## config.mk

```make
export PLATFORM = sky130hd
export DESIGN_NAME = pwm_sample_queue
export DESIGN_NICKNAME = d
export VERILOG_FILES = /design/src/rtl/pwmq_pkg.sv /design/src/rtl/pwmq_regs.sv /design/src/rtl/pwmq_fifo.sv /design/src/rtl/pwmq_timebase.sv /design/src/rtl/pwm_sample_queue.sv
export SDC_FILE = /design/constraint.sdc
export NUM_CORES = 1
export LEC_CHECK = 0
export BUFFER_PORTS_ARGS = -buffer_cell sky130_fd_sc_hd__buf_2
export CORE_UTILIZATION = 30
export CTS_CLUSTER_SIZE = 24
export DETAILED_ROUTE_END_ITERATION = 8
export PLACE_DENSITY = 0.54
export SLEW_MARGIN = 20
export SYNTH_ARGS = -nofsm -noshare
export SYNTH_HDL_FRONTEND = slang
export SYNTH_SLANG_ARGS = --single-unit
export TNS_END_PERCENT = 100
```

## constraint.sdc

```tcl
create_clock -name clk -period 3.1 [get_ports clk]
set_input_delay 0.775 -clock clk [delete_from_list [all_inputs] [get_ports clk]]
set_output_delay 0.775 -clock clk [all_outputs]
set_load 0.05 [all_outputs]
```

## src/rtl/pwmq_pkg.sv

```systemverilog
package pwmq_pkg;
  localparam int PRESC_W = 12;

  localparam logic [7:0] OFS_CTRL = 8'h00;
  localparam logic [7:0] OFS_STAT = 8'h04;
  localparam logic [7:0] OFS_DUTY = 8'h0C;
  localparam logic [7:0] OFS_PER  = 8'h10;
  localparam logic [7:0] OFS_CNT  = 8'h14;

  localparam int B_EN       = 0;
  localparam int B_SWRST    = 3;
  localparam int B_PRESC_LO = 4;
  localparam int B_STOPEN   = 25;
  localparam int B_WM_LO    = 26;

  localparam int S_LOW   = 8;
  localparam int S_OVF   = 9;
  localparam int S_EMPTY = 10;

  typedef struct packed {
    logic [1:0]         wm;
    logic               stop_en;
    logic [PRESC_W-1:0] presc;
    logic               en;
  } ctrl_t;
endpackage

```

## src/rtl/pwmq_regs.sv

```systemverilog
module pwmq_regs
  import pwmq_pkg::*;
#(
  parameter int DATA_W = 16,
  parameter int ADDR_W = 8
) (
  input  logic              clk,
  input  logic              rst_n,
  input  logic              wr_en,
  input  logic [ADDR_W-1:0] addr,
  input  logic [31:0]       wdata,
  output ctrl_t             ctrl,
  output logic              swrst,
  output logic [DATA_W-1:0] period,
  output logic              period_wr,
  output logic              duty_wr,
  output logic              ovf_clr
);
  logic hit_ctrl, hit_stat, hit_duty, hit_per;

  assign hit_ctrl = wr_en && (addr == ADDR_W'(OFS_CTRL));
  assign hit_stat = wr_en && (addr == ADDR_W'(OFS_STAT));
  assign hit_duty = wr_en && (addr == ADDR_W'(OFS_DUTY));
  assign hit_per  = wr_en && (addr == ADDR_W'(OFS_PER));

  assign period_wr = hit_per;
  assign duty_wr   = hit_duty;
  assign ovf_clr   = hit_stat && wdata[S_OVF];

  always_ff @(posedge clk or negedge rst_n) begin
    if (!rst_n) begin
      ctrl   <= '0;
      swrst  <= 1'b0;
      period <= '0;
    end else begin
      swrst <= hit_ctrl && wdata[B_SWRST];
      if (hit_ctrl) begin
        ctrl.en      <= wdata[B_EN];
        ctrl.presc   <= wdata[B_PRESC_LO +: PRESC_W];
        ctrl.stop_en <= wdata[B_STOPEN];
        ctrl.wm      <= wdata[B_WM_LO +: 2];
      end
      if (hit_per) period <= wdata[DATA_W-1:0];
    end
  end

  AST_SWRST_SELFCLR: assert property (@(posedge clk) disable iff (!rst_n)
    (swrst && !(hit_ctrl && wdata[B_SWRST])) |=> !swrst);
endmodule

```

## src/rtl/pwmq_fifo.sv

```systemverilog
module pwmq_fifo #(
  parameter int W     = 16,
  parameter int DEPTH = 4,
  localparam int PTR_W = (DEPTH > 1) ? $clog2(DEPTH) : 1,
  localparam int CNT_W = $clog2(DEPTH + 1)
) (
  input  logic             clk,
  input  logic             rst_n,
  input  logic             flush,
  input  logic             push,
  input  logic [W-1:0]     din,
  input  logic             pop,
  input  logic             ovf_clr,
  output logic [W-1:0]     dout,
  output logic [CNT_W-1:0] fill,
  output logic             empty,
  output logic             full,
  output logic             ovf
);
  logic [W-1:0]     mem [DEPTH];
  logic [PTR_W-1:0] wr_ptr, rd_ptr;
  logic             push_ok, pop_ok;

  assign empty   = (fill == '0);
  assign full    = (fill == CNT_W'(DEPTH));
  assign push_ok = push && !full;
  assign pop_ok  = pop && !empty;
  assign dout    = mem[rd_ptr];

  function automatic logic [PTR_W-1:0] step(input logic [PTR_W-1:0] p);
    return (p == PTR_W'(DEPTH - 1)) ? '0 : p + 1'b1;
  endfunction

  always_ff @(posedge clk or negedge rst_n) begin
    if (!rst_n) begin
      wr_ptr <= '0;
      rd_ptr <= '0;
      fill   <= '0;
      ovf    <= 1'b0;
    end else if (flush) begin
      wr_ptr <= '0;
      rd_ptr <= '0;
      fill   <= '0;
      ovf    <= 1'b0;
    end else begin
      if (push_ok) wr_ptr <= step(wr_ptr);
      if (pop_ok)  rd_ptr <= step(rd_ptr);
      fill <= fill + CNT_W'(push_ok) - CNT_W'(pop_ok);
      if (push && full)  ovf <= 1'b1;
      else if (ovf_clr)  ovf <= 1'b0;
    end
  end

  generate
    for (genvar i = 0; i < DEPTH; i++) begin : g_slot
      always_ff @(posedge clk or negedge rst_n) begin
        if (!rst_n) mem[i] <= '0;
        else if (push_ok && !flush && wr_ptr == PTR_W'(i)) mem[i] <= din;
      end
    end
  endgenerate

  AST_NO_OVERFLOW: assert property (@(posedge clk) disable iff (!rst_n)
    fill <= CNT_W'(DEPTH));
  AST_FULL_DROP: assert property (@(posedge clk) disable iff (!rst_n)
    (push && full && !pop && !flush) |=> (fill == CNT_W'(DEPTH)) && ovf);
  AST_ONE_POP: assert property (@(posedge clk) disable iff (!rst_n)
    (pop && !push && !empty && !flush) |=> fill == $past(fill) - 1'b1);
endmodule

```

## src/rtl/pwmq_timebase.sv

```systemverilog
module pwmq_timebase #(
  parameter int DATA_W  = 16,
  parameter int PRESC_W = 12
) (
  input  logic               clk,
  input  logic               rst_n,
  input  logic               run,
  input  logic               restart,
  input  logic [PRESC_W-1:0] presc,
  input  logic [DATA_W-1:0]  period,
  output logic [DATA_W-1:0]  cnt,
  output logic               wrap
);
  logic [PRESC_W-1:0] pre;
  logic               tick;

  assign tick = run && (pre >= presc);
  assign wrap = tick && (cnt == period) && !restart;

  always_ff @(posedge clk or negedge rst_n) begin
    if (!rst_n) begin
      pre <= '0;
      cnt <= '0;
    end else if (restart) begin
      pre <= '0;
      cnt <= '0;
    end else if (run) begin
      if (tick) begin
        pre <= '0;
        cnt <= (cnt == period) ? '0 : cnt + 1'b1;
      end else begin
        pre <= pre + 1'b1;
      end
    end
  end

  AST_CNT_IN_RANGE: assert property (@(posedge clk) disable iff (!rst_n)
    (!restart && !$changed(period)) |-> cnt <= period);
  AST_HOLD_WHEN_IDLE: assert property (@(posedge clk) disable iff (!rst_n)
    (!run && !restart) |=> $stable(cnt));
  AST_RESTART_ZERO: assert property (@(posedge clk) disable iff (!rst_n)
    restart |=> cnt == '0);
endmodule

```

## src/rtl/pwm_sample_queue.sv

```systemverilog
module pwm_sample_queue
  import pwmq_pkg::*;
#(
  parameter int DATA_W = 16,
  parameter int DEPTH  = 4,
  parameter int ADDR_W = 8,
  localparam int CNT_W = $clog2(DEPTH + 1)
) (
  input  logic              clk,
  input  logic              rst_n,
  input  logic              reg_we,
  input  logic [ADDR_W-1:0] reg_addr,
  input  logic [31:0]       reg_wdata,
  output logic [31:0]       reg_rdata,
  input  logic              sys_stop,
  output logic              pwm_out,
  output logic              fifo_empty
);
  ctrl_t             ctrl;
  logic              swrst, period_wr, duty_wr, ovf_clr;
  logic [DATA_W-1:0] period, cnt, duty_act, q_head;
  logic [CNT_W-1:0]  fill;
  logic              q_empty, q_full, ovf, wrap, run;

  pwmq_regs #(.DATA_W(DATA_W), .ADDR_W(ADDR_W)) u_regs (
    .clk(clk), .rst_n(rst_n), .wr_en(reg_we), .addr(reg_addr),
    .wdata(reg_wdata), .ctrl(ctrl), .swrst(swrst), .period(period),
    .period_wr(period_wr), .duty_wr(duty_wr), .ovf_clr(ovf_clr)
  );

  pwmq_fifo #(.W(DATA_W), .DEPTH(DEPTH)) u_fifo (
    .clk(clk), .rst_n(rst_n), .flush(swrst), .push(duty_wr),
    .din(reg_wdata[DATA_W-1:0]), .pop(wrap), .ovf_clr(ovf_clr),
    .dout(q_head), .fill(fill), .empty(q_empty), .full(q_full), .ovf(ovf)
  );

  assign run = ctrl.en && (!sys_stop || ctrl.stop_en);

  pwmq_timebase #(.DATA_W(DATA_W), .PRESC_W(PRESC_W)) u_tb (
    .clk(clk), .rst_n(rst_n), .run(run), .restart(period_wr || swrst),
    .presc(ctrl.presc), .period(period), .cnt(cnt), .wrap(wrap)
  );

  // The active compare value changes only on a wrap, and only from the queue.
  always_ff @(posedge clk or negedge rst_n) begin
    if (!rst_n)                duty_act <= '0;
    else if (wrap && !q_empty) duty_act <= q_head;
  end

  assign pwm_out    = (cnt < duty_act);
  assign fifo_empty = q_empty;

  always_comb begin
    reg_rdata = '0;
    unique case (reg_addr)
      ADDR_W'(OFS_CTRL): begin
        reg_rdata[B_EN]                 = ctrl.en;
        reg_rdata[B_PRESC_LO +: PRESC_W] = ctrl.presc;
        reg_rdata[B_STOPEN]             = ctrl.stop_en;
        reg_rdata[B_WM_LO +: 2]         = ctrl.wm;
      end
      ADDR_W'(OFS_STAT): begin
        reg_rdata[CNT_W-1:0] = fill;
        reg_rdata[S_LOW]     = (32'(fill) <= 32'(ctrl.wm));
        reg_rdata[S_OVF]     = ovf;
        reg_rdata[S_EMPTY]   = q_empty;
      end
      ADDR_W'(OFS_DUTY): reg_rdata[DATA_W-1:0] = duty_act;
      ADDR_W'(OFS_PER):  reg_rdata[DATA_W-1:0] = period;
      ADDR_W'(OFS_CNT):  reg_rdata[DATA_W-1:0] = cnt;
      default:           reg_rdata = '0;
    endcase
  end

  AST_DUTY_AT_WRAP: assert property (@(posedge clk) disable iff (!rst_n)
    !wrap |=> $stable(duty_act));
  AST_EMPTY_KEEPS: assert property (@(posedge clk) disable iff (!rst_n)
    (wrap && q_empty) |=> $stable(duty_act));
  AST_FULL_NOT_EMPTY: assert property (@(posedge clk) disable iff (!rst_n)
    q_full |-> !fifo_empty);
endmodule

```

==> results of run 1 <==
## logic make-up after synthesis
family	Yosys count	synth area share
AOI/OAI and AO/OA	78	0.0698
xor gates and xnor gates	27	0.0289
adders and majority gates	39	0.0605
buffers and inverters	90	0.0526
DFF	149	0.455
muxes	132	0.221
other	1	0.000458
and+or+nand+nor	180	0.111
## metal layers
metal  track usage  share of wire
met5             0              0
met4        0.0475          0.019
met3        0.0284          0.034
met2         0.269           0.48
met1         0.219           0.46
## worst max-delay path by stage
stage / end / slack (ns) / cells past startpoint
2_1_floorplan: u_fifo.fill[2]$_DFF_PN0_ / 0.02 / 12
3_3_place_gp: reg_rdata[7] / -0.21 / 8
3_5_place_dp: reg_rdata[7] / -0.22 / 8
4_1_cts: pwm_out / -0.02 / 9
5_1_grt: u_fifo.fill[1]$_DFF_PN0_ / -0.14 / 14
6_report: u_fifo.fill[1]$_DFF_PN0_ / -0.03 / 14
## what timing repair did
item / 4_1_cts / 5_1_grt
hold endpoints to repair: 0 / 0
setup buffers: 8 / 2
pin swaps: 20 / 22
hold buffers: 0 / 0
gates resized for setup: 34 / 24
endpoints found under the setup margin: 6 / 16
## worst reg2reg max path, cell delays in order, from the launching register on
cell	delay, ns
sky130_fd_sc_hd__dfrtp_1	0.40
sky130_fd_sc_hd__inv_2	0.07
sky130_fd_sc_hd__ha_4	0.27
sky130_fd_sc_hd__nand4_1	0.15
sky130_fd_sc_hd__nor2_1	0.17
sky130_fd_sc_hd__a31oi_2	0.12
sky130_fd_sc_hd__o21a_1	0.22
sky130_fd_sc_hd__or4_1	0.52
sky130_fd_sc_hd__inv_1	0.09
sky130_fd_sc_hd__ha_1	0.23
sky130_fd_sc_hd__inv_1	0.06
sky130_fd_sc_hd__ha_2	0.16
sky130_fd_sc_hd__inv_2	0.03
sky130_fd_sc_hd__fa_2	0.50
sky130_fd_sc_hd__nor2_1	0.04
## stage by stage
stage / cell area [sq um] / TNS [ns] / hold WS (ns) / power (W)
detailed placement: 9300 / -0.367 / 0.488 / 0.00287
global placement: 9300 / -0.428 / 0.484 / 0.00287
global route: 10200 / -0.264 / 0.381 / 0.00519
floorplan: 8280 / 0 / 0.474 / 0.00258
CTS: 10100 / -0.0172 / 0.368 / 0.00501
finish: 10200 / -0.0317 / 0.337 / 0.00498
## power breakdown
part / internal, W / leakage, nW / switching, W
combinational: 0.000328 / 2.86 / 0.000452
sequential: 0.00202 / 2.05 / 0.0000940
clock: 0.00118 / 0.295 / 0.000905
## registers in the layout, indices dropped and copies added (netlist names)
name,cells
u_fifo.mem,64
u_tb.cnt,16
u_fifo.rd_ptr,2
u_regs.ctrl,16
u_regs.period,16
duty_act,16
u_regs.swrst,1
u_fifo.fill,3
u_fifo.ovf,1
u_tb.pre,12
u_fifo.wr_ptr,2
## placed cells by master, fill, tap and decap left out, types with 16 or more instances in the layout
cell                        netlist  layout
sky130_fd_sc_hd__dfrtp_1        149     148
sky130_fd_sc_hd__buf_4           16      72
sky130_fd_sc_hd__mux2_2          64      64
sky130_fd_sc_hd__nand2_1         60      47
sky130_fd_sc_hd__inv_1           44      40
sky130_fd_sc_hd__mux2_4          40      40
sky130_fd_sc_hd__ha_1            38      33
sky130_fd_sc_hd__nor2_1          32      32
sky130_fd_sc_hd__buf_2            2      31
sky130_fd_sc_hd__nand3_1         29      29
sky130_fd_sc_hd__xor2_1          21      21
sky130_fd_sc_hd__clkbuf_16        0      17
sky130_fd_sc_hd__a222oi_1        16      16
sky130_fd_sc_hd__mux4_2          16      16
## layout make-up
cell class	instances	area (sq um)
Clock buffer	19	453
Clock inverter	13	135
Fill cell	2638	16700
Inverter	44	165
Multi-Input combinational cell	469	4250
Sequential cell	149	3730
Tap cell	341	427
Timing Repair Buffer	125	1000
==> impl_summary.log, run 1 <==
[metrics] power density over cell area: slightly below 500 nW/um^2
[metrics] least setup slack across all paths after layout: -0.0317 ns
[metrics] worst path arrival time: around 3.4 ns
[metrics] mean post-synth cell area: ~12 sq um
[metrics] residual antenna-violating net count after detailed routing: 0
[metrics] I/O Buffers: 51
[metrics] leading post-synthesis cells by instance count: sky130_fd_sc_hd__dfrtp_1, sky130_fd_sc_hd__mux2_2, sky130_fd_sc_hd__nand2_1, sky130_fd_sc_hd__inv_1, sky130_fd_sc_hd__mux2_4
[metrics] Final Non-Filler Cells: 1160
[metrics] worst-skew pair later-pin latency: about 0.42 ns
[metrics] count of boundary I/O pins: between 70 and 80
[metrics] Async S/R FF share, synth: 1.00
[metrics] DRC Markers: 0
[metrics] peak supply drop: 0.325 mV
[metrics] Crit path required time: roughly 3.4 ns
[metrics] Die H: roughly 170 um
[metrics] number of antenna violations at the first check in global routing: 0
[metrics] global route overflow: 0
[metrics] transition at the pin with the smallest max-transition slack: 0.920 ns
[metrics] via count of the first global-routing pass: between 5000 and 6000
[metrics] master of the slowest instance on the critical path: sky130_fd_sc_hd__or4_1
[metrics] top flip-flop cell by instance count after synthesis: sky130_fd_sc_hd__dfrtp_1
[metrics] global router's overall resource usage: 0.163
[metrics] setup-violating endpoint count in the final report: 1
[metrics] sequential-to-total area share from yosys stat: 0.455
[metrics] Antenna Diode Count: 0
[metrics] overall die area: 28000 sq um
[metrics] cell area after technology mapping: about 8000 sq um
[metrics] Layout Area Growth over Synthesis: 24.1%
[metrics] proportion of layout cells with a drive suffix above 1: 0.392
[metrics] start of the worst register-to-register path: u_regs.ctrl[12]$_DFFE_PN0P_
[metrics] hold violation count in the final report: 0
[metrics] Root Buffer: sky130_fd_sc_hd__clkbuf_16
[metrics] number of cells traversed by the worst register-to-register path: 14
[metrics] kind of path behind the tightest hold check: in -> async
[metrics] Clock Sinks: between 100 and 150
[metrics] series of cell instances along the critical path: inv_2 > ha_4 > nand4_1 > nor2_1 > a31oi_2 > o21a_1 > or4_1 > inv_1 > ha_1 > inv_1 > ha_2 > inv_2 > fa_2 > nor2_1
[metrics] RSZ-0062 raised after global routing: yes
[metrics] most area-hungry cell type in the Yosys netlist: sky130_fd_sc_hd__dfrtp_1
[metrics] TritonCTS clock tree: yes
[metrics] endpoint class of the critical path: flip-flop
[metrics] Worst setup startpoint: u_regs.ctrl[12]$_DFFE_PN0P_
[metrics] number of buffer and inverter instances along the worst setup path: 4
[metrics] worst reg2reg endpoint: u_fifo.fill[1]$_DFF_PN0_
[metrics] Vias per Instance: 5.01
[metrics] CTS buffer count: 17
[metrics] crit path max fanout: 3
[metrics] pin count of the biggest net entering global routing: 66
[metrics] routability congestion estimate: just under 0.9
[metrics] start-to-end type of the worst setup path: reg -> reg
[metrics] post-synthesis cell type count: 50
[metrics] share of the synthesized area in the top cell type: 0.455
[metrics] count of maximum capacitance violations: 0
[metrics] startpoint type of the worst setup path: flip-flop
[metrics] minimum setup slack among reg-to-reg paths: -0.03 ns
[metrics] number of max-slew violations in the final report: 0
[metrics] run status: complete, but fails checks
[metrics] top-count cell post-synth: sky130_fd_sc_hd__dfrtp_1
[metrics] final routed wirelength across all metal layers: 21.7 mm
[metrics] leakage dissipation: 5.21 nW
[metrics] final core utilization: 0.378
[metrics] Final nets: about 890
[metrics] first-pass GRT wire length: between 30 and 40 mm
[metrics] fin crit share: 1.01
[metrics] Max-slew headroom: 0.385
[metrics] DRT Pass-1 Iters: 5
[metrics] upper clock frequency limit: around 0.32 GHz
[metrics] total core area: about 27000 sq um
[metrics] via count: a little under 6000
[metrics] CP peak stage delay: approximately 0.52 ns
[metrics] synthesis-stage register bit count: approximately 150
[metrics] die boundary width: approximately 170 um
[metrics] placed cells: 1122
[metrics] Longest Clk Path Bufs: 2
[metrics] cell types with the largest area share after synthesis: sky130_fd_sc_hd__dfrtp_1, sky130_fd_sc_hd__mux2_2, sky130_fd_sc_hd__mux2_4
[metrics] final critical delay including setup and external delays: about 3.1 ns
[metrics] worst clock skew on the final layout: between 0.01 and 0.015 ns
[metrics] Setup Slack @ Placement: -0.222 ns
[metrics] FP Rows: 60
[metrics] failing checks: setup timing
[metrics] clock edge transition at the registers on the reported setup and hold paths: about 0.07 ns
[metrics] crit-path leading delay family: adder cells
[metrics] DR WL/cell: 18.7 um
[metrics] deepest level of the CTS H-tree: 4
[metrics] half-perimeter wire length after detailed placement: 15.1 mm
[metrics] number of standard cells after synthesis: 696
[metrics] number of synthesized flops with an enable pin: 0
[metrics] DRT iter0 DRCs: 380
[metrics] total number of yosys warnings: 0
[metrics] effective utilization at floorplan: 0.305
(Power assumes the default switching activity.)
==> inputs of run 2 (changes only) <==
--- a/config.mk
+++ b/config.mk
@@ -6,10 +6,10 @@
 export NUM_CORES = 1
 export LEC_CHECK = 0
 export BUFFER_PORTS_ARGS = -buffer_cell sky130_fd_sc_hd__buf_2
-export CORE_UTILIZATION = 30
+export CORE_UTILIZATION = 50
 export CTS_CLUSTER_SIZE = 24
 export DETAILED_ROUTE_END_ITERATION = 8
-export PLACE_DENSITY = 0.54
+export PLACE_DENSITY = 0.78
 export SLEW_MARGIN = 20
 export SYNTH_ARGS = -nofsm -noshare
 export SYNTH_HDL_FRONTEND = slang
==> run 2 against run 1 <==
Effect of this change: the run now ends clean; largest power group unchanged; routed wire length fell by 8.5%; sequential power barely moved; non-clock buffer count shrank 2; critical endpoint is now reg_rdata[4]; hold slack improved by 0.049 ns; power down 0.94%; clock power decreased by 2%; fmax up 1.3%.
==> impl_summary.log, run 2 (synthesized netlist as in run 1, its figures left out) <==
[metrics] run status: complete, no violations
[metrics] TritonCTS clock tree: yes
[metrics] Setup Slack @ Placement: -0.0546 ns
[metrics] number of buffer and inverter instances along the worst setup path: 4
[metrics] Crit path required time: approximately 2.3 ns
[metrics] DRC Markers: 0
[metrics] largest register by flop count: u_fifo.mem
[metrics] endpoint class of the critical path: primary output
[metrics] via count of the first global-routing pass: roughly 5900
[metrics] overall die area: between 15000 and 20000 sq um
[metrics] hold violation count in the final report: 0
[metrics] leakage dissipation: slightly above 5 nW
[metrics] half-perimeter wire length after detailed placement: about 14 mm
[metrics] count of boundary I/O pins: 78
[metrics] peak supply drop: around 0.42 mV
[metrics] CTS buffer count: 17
[metrics] startpoint type of the worst setup path: input port
[metrics] effective utilization at floorplan: 0.514
[metrics] Final Cell Area: 9920 sq um
[metrics] RSZ-0062 raised after global routing: yes
[metrics] hold slack: 0.386 ns
[metrics] met2 routed WL: between 9 and 10 mm
[metrics] series of cell instances along the critical path: buf_2 > nor4b_2 > buf_4 > and2_1 > buf_12 > a222oi_1 > nand2_2 > buf_2
[metrics] pin count of the biggest net entering global routing: 84
[metrics] deepest level of the CTS H-tree: 4
[metrics] crit-path leading delay family: buffers and inverters
[metrics] I/O Buffers: slightly above 50
[metrics] power density over cell area: around 500 nW/um^2
[metrics] placed cells: roughly 990
[metrics] DRT iter0 DRCs: a little under 500
[metrics] FP Rows: 46
[metrics] worst-skew pair later-pin latency: between 0.4 and 0.5 ns
[metrics] Vias per Instance: ~5.7
[metrics] via count: between 5000 and 6000
[metrics] global route overflow: 0
[metrics] highest-count cells in the layout ignoring fill and taps: sky130_fd_sc_hd__dfrtp_1, sky130_fd_sc_hd__buf_4, sky130_fd_sc_hd__mux2_2
[metrics] proportion of layout cells with a drive suffix above 1: 0.394
[metrics] Antenna Diode Count: 0
[metrics] first-pass GRT wire length: 31.7 mm
[metrics] Layout Area Growth over Synthesis: 21.2%
[metrics] kind of path behind the tightest hold check: in -> async
[metrics] setup-violating endpoint count in the final report: 0
[metrics] fin crit share: 0.998
[metrics] clock edge transition at the registers on the reported setup and hold paths: approximately 0.06 ns
[metrics] upper clock frequency limit: approximately 0.32 GHz
[metrics] final routed wirelength across all metal layers: slightly below 20 mm
[metrics] Root Buffer: sky130_fd_sc_hd__clkbuf_16
[metrics] final critical delay including setup and external delays: ~3.1 ns
[metrics] commonest non-fill, non-tap cell in the layout: sky130_fd_sc_hd__dfrtp_1
[metrics] DRT Pass-1 Iters: 6
[metrics] total core area: between 15000 and 20000 sq um
[metrics] Die H: 130 um
[metrics] Final nets: a little under 900
[metrics] DR WL/cell: around 19 um
[metrics] master of the slowest instance on the critical path: sky130_fd_sc_hd__a222oi_1
[metrics] number of max-slew violations in the final report: 0
[metrics] setup tns final: 0 ns
[metrics] residual antenna-violating net count after detailed routing: 0
[metrics] start-to-end type of the worst setup path: in -> out
[metrics] global router's overall resource usage: 0.252
[metrics] routability congestion estimate: ~0.93
[metrics] worst clock skew on the final layout: a little under 0.01 ns
[metrics] met1 wire length: roughly 9 mm
[metrics] Top Metal Used: met4
[metrics] worst path arrival time: about 2.3 ns
[metrics] length of routed met3 wiring: 1.13 mm
[metrics] count of maximum capacitance violations: 0
[metrics] CP peak stage delay: 0.45 ns
[metrics] Longest Clk Path Bufs: 2
[metrics] Max-slew headroom: 0.392
[metrics] crit path max fanout: 16
[metrics] die boundary width: 130 um
[metrics] number of antenna violations at the first check in global routing: 0
[metrics] Clock Sinks: about 150
[metrics] most used cell along the critical path: sky130_fd_sc_hd__buf_2
[metrics] transition at the pin with the smallest max-transition slack: ~0.9 ns
[metrics] placed cell areas: roughly 9100 sq um
[metrics] least setup slack across all paths after layout: 0.00759 ns
[metrics] max FFs per register: 64
[metrics] Final Non-Filler Cells: between 1000 and 1500
run 2: changes by cell type in the layout (fill, tap and decap cells not counted), sizes merged:
| cell | previous run | this run |
|---|---|---|
| clkbuf | 22 | 24 |
| clkinvlp | 0 | 1 |
| buf | 122 | 119 |
| clkinv | 3 | 6 |
| bufinv | 1 | 2 |
| inv | 53 | 45 |
run 2: final timing paths:
check,depth (start not counted),slack [ns],start,endpoint
min in group clk,1,0.50,u_fifo.mem[2]$_DFFE_PN0P_,u_fifo.mem[2]$_DFFE_PN0P_
max in group asynchronous,2,2.01,rst_n,u_tb.cnt[1]$_DFFE_PN0P_
worst min-delay path,1,0.39,rst_n,u_fifo.fill[1]$_DFF_PN0_
worst max register to register,15,0.04,u_regs.ctrl[12]$_DFFE_PN0P_,u_fifo.fill[2]$_DFF_PN0_
worst max-delay path,8,0.008,reg_addr[4],reg_rdata[4]
worst min register to register,1,0.50,u_fifo.mem[2]$_DFFE_PN0P_,u_fifo.mem[2]$_DFFE_PN0P_
run 2: final cells by class:
type / count / area (sq um)
clock inverters: 10 / 125
inverters: 44 / 170
well taps: 216 / 270
clock buffers: 20 / 457
flip-flops and latches: 149 / 3730
multi-input cells: 469 / 4250
repair buffers: 123 / 916
fillers: 1202 / 6020
run 2: power breakdown:
group	internal, W	switching, W
Sequential	0.00202	0.0000823
Combinational	0.000323	0.000461
Clock	0.00122	0.000819
Total	0.00357	0.00136
run 2: metal layers:
metal  global-route usage  vias to the layer above
met5                    0                        -
met4               0.0793                        0
met3               0.0558                       28
met2                0.402                      192
met1                0.344                     2939
li1                     -                     2680
run 2: what timing repair did:
action | CTS | global route
pin swaps | 7 | 17
gates resized for setup | 7 | 45
hold buffers | 0 | 0
hold endpoints to repair | 0 | 0
endpoints found under the setup margin | 2 | 19
setup buffers | 2 | 6
run 2: per-stage QoR:
stage	total power, W	util
finish	0.00493	0.622
global route	0.00513	0.622
CTS	0.00490	0.610
detailed placement	0.00283	0.571
global placement	0.00282	0.571
floorplan	0.00258	-
run 2: worst register-to-register path: cells and delay by family (launching register included):
| kind | cells | cell delay (ns) |
|---|---|---|
| xor gates and xnor gates | 1 | 0.14 |
| adders and majority gates | 4 | 0.93 |
| and+or+nand+nor | 4 | 1.06 |
| DFF | 1 | 0.41 |
| buffers and inverters | 4 | 0.21 |
| AOI/OAI and AO/OA | 2 | 0.24 |
